==> config.mk <==
export PLATFORM = sky130hd
export DESIGN_NAME = tmr_irq_flags
export DESIGN_NICKNAME = d
export VERILOG_FILES = /design/src/rtl/tif_pkg.sv /design/src/rtl/tif_flag_fsm.sv /design/src/rtl/tif_bus_port.sv /design/src/rtl/tif_irq_gate.sv /design/src/rtl/tmr_irq_flags.sv
export SDC_FILE = /design/constraint.sdc
export NUM_CORES = 1
export LEC_CHECK = 0
export ABC_AREA = 1
export BUFFER_PORTS_ARGS = -buffer_cell sky130_fd_sc_hd__buf_2
export CAP_MARGIN = 20
export CORE_AREA = 2 2 39 41
export CTS_CLUSTER_DIAMETER = 80
export DETAILED_ROUTE_END_ITERATION = 10
export DIE_AREA = 0 0 41 43
export GPL_TIMING_DRIVEN = 0
export PLACE_DENSITY_LB_ADDON = 0.25
export SYNTH_ARGS = -nofsm -noshare
export SYNTH_HDL_FRONTEND = slang
export SYNTH_SLANG_ARGS = --single-unit
==> constraint.sdc <==
create_clock -name clk -period 0.9 [get_ports clk]
set_input_delay 0.045 -clock clk [delete_from_list [all_inputs] [get_ports clk]]
set_output_delay 0.045 -clock clk [all_outputs]
set_load 0.01 [all_outputs]
==> src/rtl/tif_pkg.sv <==
package tif_pkg;

    // Number of timer flags held in the register.
    localparam int unsigned NUM_FLAGS = 3;
    localparam int unsigned DATA_W    = 8;

    // Internal flag index to register bit position.
    // Index 0: timer 0 overflow, 1: timer 1 compare-B, 2: timer 1 capture.
    localparam int unsigned FLAG_BIT [NUM_FLAGS] = '{1, 5, 3};

    // Bits that read as zero.
    localparam logic [DATA_W-1:0] RSV_MASK = 8'b1101_0101;

    typedef enum logic {
        FLAG_IDLE = 1'b0,
        FLAG_PEND = 1'b1
    } flag_st_e;

endpackage

==> src/rtl/tif_flag_fsm.sv <==
module tif_flag_fsm
    import tif_pkg::*;
(
    input  logic clk,
    input  logic rst_n,
    input  logic set_i,
    input  logic clr_i,
    output logic flag_o
);

    flag_st_e st_q;
    flag_st_e st_d;

    // State register
    always_ff @(posedge clk or negedge rst_n) begin
        if (!rst_n) begin
            st_q <= FLAG_IDLE;
        end else begin
            st_q <= st_d;
        end
    end

    // Next state: a set strobe always wins over a clear
    always_comb begin
        st_d = st_q;
        unique case (st_q)
            FLAG_IDLE: begin
                if (set_i) st_d = FLAG_PEND;
            end
            FLAG_PEND: begin
                if (clr_i && !set_i) st_d = FLAG_IDLE;
            end
            default: st_d = FLAG_IDLE;
        endcase
    end

    // Output
    always_comb begin
        unique case (st_q)
            FLAG_PEND: flag_o = 1'b1;
            default:   flag_o = 1'b0;
        endcase
    end

endmodule

==> src/rtl/tif_bus_port.sv <==
module tif_bus_port
    import tif_pkg::*;
#(
    parameter int unsigned ADDR_W   = 6,
    parameter logic [ADDR_W-1:0] REG_ADDR = 6'h38
) (
    input  logic                 clk,
    input  logic                 rst_n,
    input  logic                 bus_sel,
    input  logic                 bus_we,
    input  logic [ADDR_W-1:0]    bus_addr,
    input  logic [DATA_W-1:0]    bus_wdata,
    input  logic [NUM_FLAGS-1:0] flag_i,
    output logic [NUM_FLAGS-1:0] wclr_o,
    output logic [DATA_W-1:0]    rdata_o
);

    logic              hit;
    logic [DATA_W-1:0] view;

    assign hit = bus_sel && (bus_addr == REG_ADDR);

    // Write-one-to-clear decode, one strobe per flag
    for (genvar g = 0; g < NUM_FLAGS; g++) begin : g_wclr
        assign wclr_o[g] = hit && bus_we && bus_wdata[FLAG_BIT[g]];
    end

    // Register view: reserved positions stay zero
    always_comb begin
        view = '0;
        for (int i = 0; i < NUM_FLAGS; i++) begin
            view[FLAG_BIT[i]] = flag_i[i];
        end
    end

    always_ff @(posedge clk or negedge rst_n) begin
        if (!rst_n) begin
            rdata_o <= '0;
        end else if (hit && !bus_we) begin
            rdata_o <= view;
        end else begin
            rdata_o <= '0;
        end
    end

endmodule

==> src/rtl/tif_irq_gate.sv <==
module tif_irq_gate
    import tif_pkg::*;
(
    input  logic                 glob_ie,
    input  logic [NUM_FLAGS-1:0] en_i,
    input  logic [NUM_FLAGS-1:0] flag_i,
    output logic [NUM_FLAGS-1:0] irq_o
);

    for (genvar g = 0; g < NUM_FLAGS; g++) begin : g_req
        assign irq_o[g] = glob_ie & en_i[g] & flag_i[g];
    end

endmodule

==> src/rtl/tmr_irq_flags.sv <==
module tmr_irq_flags
    import tif_pkg::*;
#(
    parameter int unsigned ADDR_W   = 6,
    parameter logic [ADDR_W-1:0] REG_ADDR = 6'h38
) (
    input  logic              clk,
    input  logic              rst_n,
    input  logic              ev_ovf0,
    input  logic              ev_cmpb1,
    input  logic              ev_cap1,
    input  logic              ack_ovf0,
    input  logic              ack_cmpb1,
    input  logic              ack_cap1,
    input  logic              glob_ie,
    input  logic              en_ovf0,
    input  logic              en_cmpb1,
    input  logic              en_cap1,
    input  logic              bus_sel,
    input  logic              bus_we,
    input  logic [ADDR_W-1:0] bus_addr,
    input  logic [7:0]        bus_wdata,
    output logic [7:0]        bus_rdata,
    output logic              irq_ovf0,
    output logic              irq_cmpb1,
    output logic              irq_cap1
);

    logic [NUM_FLAGS-1:0] ev_v;
    logic [NUM_FLAGS-1:0] ack_v;
    logic [NUM_FLAGS-1:0] en_v;
    logic [NUM_FLAGS-1:0] wclr_v;
    logic [NUM_FLAGS-1:0] flag_q;
    logic [NUM_FLAGS-1:0] irq_v;

    assign ev_v  = {ev_cap1,  ev_cmpb1,  ev_ovf0};
    assign ack_v = {ack_cap1, ack_cmpb1, ack_ovf0};
    assign en_v  = {en_cap1,  en_cmpb1,  en_ovf0};

    tif_bus_port #(
        .ADDR_W   (ADDR_W),
        .REG_ADDR (REG_ADDR)
    ) u_bus (
        .clk       (clk),
        .rst_n     (rst_n),
        .bus_sel   (bus_sel),
        .bus_we    (bus_we),
        .bus_addr  (bus_addr),
        .bus_wdata (bus_wdata),
        .flag_i    (flag_q),
        .wclr_o    (wclr_v),
        .rdata_o   (bus_rdata)
    );

    for (genvar g = 0; g < NUM_FLAGS; g++) begin : g_flag
        tif_flag_fsm u_flag (
            .clk    (clk),
            .rst_n  (rst_n),
            .set_i  (ev_v[g]),
            .clr_i  (wclr_v[g] | ack_v[g]),
            .flag_o (flag_q[g])
        );
    end

    tif_irq_gate u_gate (
        .glob_ie (glob_ie),
        .en_i    (en_v),
        .flag_i  (flag_q),
        .irq_o   (irq_v)
    );

    assign irq_ovf0  = irq_v[0];
    assign irq_cmpb1 = irq_v[1];
    assign irq_cap1  = irq_v[2];

endmodule

======== After elaboration in Yosys (flattened, before gate mapping) ========
Cells that the tools add are included.
cells by class
  add/sub/neg operators ................... 0
  multiply operators ...................... 0
  divide/modulo/power cells ............... 0
  $lt $le $gt $ge ......................... 0
  equal/unequal tests ..................... 1
  shifts and indexed selects .............. 0
  multiplexer cells ....................... 13
  bitwise operators ....................... 12
  reduce and logical (&&, ||, !) cells .... 13
operator list
  operator                               count
  1-bit logical AND                      9
  1-bit two-way mux                      9
  1-bit AND                              6
  6-bit == test (second input constant)  1
  6-bit two-way mux                      1
  1-bit one-hot mux with 2 select lines  3
  1-bit logical NOT                      4
  1-bit NOT                              3
  1-bit OR                               3
storage, ports and cells
  bits in registers ....................... 11
  latch bits .............................. 0
  RAM bits ................................ 0
  bits in read-only memories .............. 0
  input port bits ......................... 28
  output and inout port bits .............. 11
  logic and storage cells ................. 43
  memories ................................ 0

======== Logic depth before layout (Yosys ltp) ========
  depth in word-level cells ............... 8
  depth in mapped cells ................... 6

======== By module ========
A second synthesis with hierarchy kept.
second synthesis, totals
  cells, all modules ...................... 64
  area, all modules ....................... 414.1 µm²
by module, submodules not included
  module         times used  cells an instance  area each (µm²)  sequential area each (µm²)
  tif_bus_port   1           31                 226.5            75.1
  tif_flag_fsm   3           5                  40.0             25.0
  tif_irq_gate   1           9                  33.8             0.0
  tmr_irq_flags  1           9                  33.8             0.0

======== Least setup slack after synthesis ========
No wires, ideal clock.
  path kind ............................... register to register
  start point ............................. register g_flag[0].u_flag.st_q
  end point ............................... register g_flag[0].u_flag.st_q
  library setup time ...................... 116 ps
  arrival ................................. 531 ps
  path slack .............................. 253 ps
  cell stages (with the launch flop) ...... 5
  buffers on the path ..................... 0
  clock period less this slack ............ 647 ps
  path through ............................ dfrtp_1 > inv_1 > nor2_1 > nand2_1 > nand2_1
between the ends
  cells in the longest elaborated chain, start to end .. 2
ends and longest elaborated chain
  element                                    RTL line            RTL
  start, declared                            tif_flag_fsm.sv:11  flag_st_e st_q;
  start signal, assigned                     tif_flag_fsm.sv:19  st_q <= st_d;
  1-bit NOT                                  tif_flag_fsm.sv:26  unique case (st_q)
  1-bit one-hot mux with 2 select lines (*)  tif_flag_fsm.sv:26
  named net g_flag[0].u_flag.st_d            tif_flag_fsm.sv:12  flag_st_e st_d;
The timed path passes the listed nets; every way through them passes the cells marked *.

======== Worst setup path after layout ========
  start point ............................. register g_flag[0].u_flag.st_q
  end point ............................... output port irq_ovf0
between the ends
  cells in the longest elaborated chain, start to end .. 2
ends and longest elaborated chain
  element            RTL line             RTL
  1-bit two-way mux  tif_flag_fsm.sv:39   unique case (st_q)
  1-bit AND          tif_irq_gate.sv:11   assign irq_o[g] = glob_ie & en_i[g] & flag_i[g];
  end, declared      tmr_irq_flags.sv:24  output logic irq_ovf0,
No other way between the ends.

==> impl_metrics.yaml <==
run_status:
  run_status: "finished clean"
placed_design:
  place_area_um2: 527
  hpwl_um: 634
  place_inst: 94
  port_buffers: 28
  place_congestion: 0.625
worst_hold_path:
  min_from: "ack_ovf0"
  hold_path.class: "primary input to flop"
route:
  wl_per_cell_um: 7.32
  drtIter0Drc: 0
  drt-pass1-iter-count: 1
  via_count: 385
  drtAntennaViolNets: 0
  drt-total-wl_um: 761
  vias_per_cell: 3.70
  drc: 0
clock_network:
  cts.path.max_buffers: 2
  cts_resized: 0
  cts_tree: "done"
  numCtsBuffers: 3
  path_clk_slew_ps: 40
  htreeDepth: 1
  cts.sinks: 6
  ctsRootBufferMaster: "clkbuf_4"
  clock_latency_ps: 230
critical_path:
  arrival_ps: 830
  cp.required_ps: 850
  r2r-start: "g_flag[1].u_flag.st_q$_DFF_PN0_"
  startpoint_type: "flop"
  critPathLaunch: "g_flag[0].u_flag.st_q$_DFF_PN0_"
  r2r_setup_slack_ps: 100
  cp_cell_sequence: "nand2_1, nor2_1, buf_2"
  rr_endpoint: "g_flag[1].u_flag.st_q$_DFF_PN0_"
  reg2regPathDepth: 5
  critical_path.endpoint: "irq_ovf0"
  cp_slowest_cell: "dfrtp_1"
  critPathCaptureType: "output pin"
  critPathMaxFanout: 2
  criticalPathCategory: "flop to output pin"
  slowest_delay_ps: 340
global_route:
  grt_overflow: 0
  grt_util_all_layers_pct: 10.2
  antenna_found_initial: 0
  grt_pass1_vias: 336
  grt_max_degree: 7
  grt_pass1_wl_mm: 1.17
finish:
  antenna_cells: 0
  fin_cells: 104
  areaGrowthSynthToFinish_pct: 74.0
  layout_common_cells: "28 x buf_2, 11 x nand2_1, 9 x nor2_1, 8 x inv_1, 8 x buf_4"
  final_area_um2: 612
  final_common_cell: "buf_2"
  drive_gt1_share_pct: 47.7
  nets: 118
logic_synthesis:
  ys_ff_latch: 6
  synthesis.area_um2: 352
  postSynthCellCount: 46
  synth.distinct_cells: 10
  synth-seq-area-share_pct: 42.7
  yosysWarnings: 0
  synth.avg_cell_area_um2: 7.64
power:
  vdd_ir_drop_max_v: 0.000346
  power_leakage_nw: 0.393
  p_per_area_nw_per_um2: 1110
die:
  pin_count: 39
  die-area_um2: 1760
  die_w_um: 41
  start_util_pct: 25.4
  core_region_area_um2: 1380
  fp-row-count: 14
  die_h_um: 43
timing:
  final_max_slew_viol_count: 0
  rsz0062_at_grt: "true"
  fin_crit_sh_pct: 97.4
  final.setup_skew_ps: 0.854
  min_period_ps: 877
  finalSetupViolations: 0
  fmax_mhz: 1140
  hold_violations: 0
run:
  cap_violations: 0
cell families (layout without fill, tap and decap cells):
logic type | Yosys count | count (layout) | share of synthesized area (%)
flip-flops | 6 | 6 | 42.7
other | 1 | 5 | 1.07
buffers and inverters | 13 | 51 | 19.2
AND/OR/NAND/NOR | 26 | 26 | 37.0
sequential cells by signal, summed over array words and instances (netlist names):
signal              flops
g_flag.u_flag.st_q      3
u_bus.rdata_o           3
power by group:
group          internal [W]  total (W)  switching (W)
Clock              0.000150   0.000232      0.0000821
Combinational     0.0000927   0.000159      0.0000665
Sequential         0.000280   0.000285     0.00000465
worst max-delay path, delay by kind of cell, from the launching register on:
kind                   cells  cell delay (ps)
buffers and inverters      1              130
flip-flops                 1              340
AND/OR/NAND/NOR            2              130
layout make-up:
type                       count  area [µm²]
clock buffer                   3        22.5
inverter                       8        30.0
sequential                     6         150
tap                           16        20.0
multi-input combinational     31         149
buffer                         5        37.5
timing repair buffer          35         203
fill                         155         772
synthesized netlist by cell type:
library cell,n,area (µm²)
buf_4,5,37.5
conb_1,1,3.75
dfrtp_1,6,150
inv_1,8,30.0
nand2_1,11,41.3
nand3b_2,1,11.3
nand4_1,3,18.8
nor2_1,9,33.8
nor2_2,1,6.26
nor3b_4,1,18.8
per-stage QoR:
step / worst slack [ps] / setup TNS, ps / hold slack, ps / total power, W / util [%]
floorplan: 253 / 0 / -251 / 0.000356 / -
global placement: 118 / 0 / -129 / 0.000420 / 38.1
detailed placement: 133 / 0 / -127 / 0.000422 / 38.1
CTS: 15.2 / 0 / 48.0 / 0.000674 / 42.6
global route: -58.8 / -133 / 83.3 / 0.000723 / 44.2
finish: 23.2 / 0 / 48.9 / 0.000676 / 44.2
repair_timing:
action	4_1_cts	5_1_grt
buffers inserted	0	3
hold buffers	4	0
hold endpoints to repair	9	0
endpoints found under the setup margin	0	3
metal layers:
layer | global-route usage (%) | vias up | wire length, µm
li1 | - | 213 | -
met1 | 9.80 | 150 | 293
met2 | 15.9 | 22 | 382
met3 | 2.62 | 0 | 85
met4 | 10.0 | 0 | 0
met5 | 0 | - | 0
worst min-delay path by stage:
stage	slack, ps	end	cells after the start
2_1_floorplan	-250	g_flag[0].u_flag.st_q$_DFF_PN0_	0
3_3_place_gp	-130	u_bus.rdata_o[1]$_DFF_PN0_	1
3_5_place_dp	-130	g_flag[0].u_flag.st_q$_DFF_PN0_	1
4_1_cts	50	g_flag[0].u_flag.st_q$_DFF_PN0_	4
5_1_grt	80	g_flag[1].u_flag.st_q$_DFF_PN0_	4
6_report	50	g_flag[0].u_flag.st_q$_DFF_PN0_	4
(Power assumes the default switching activity.)
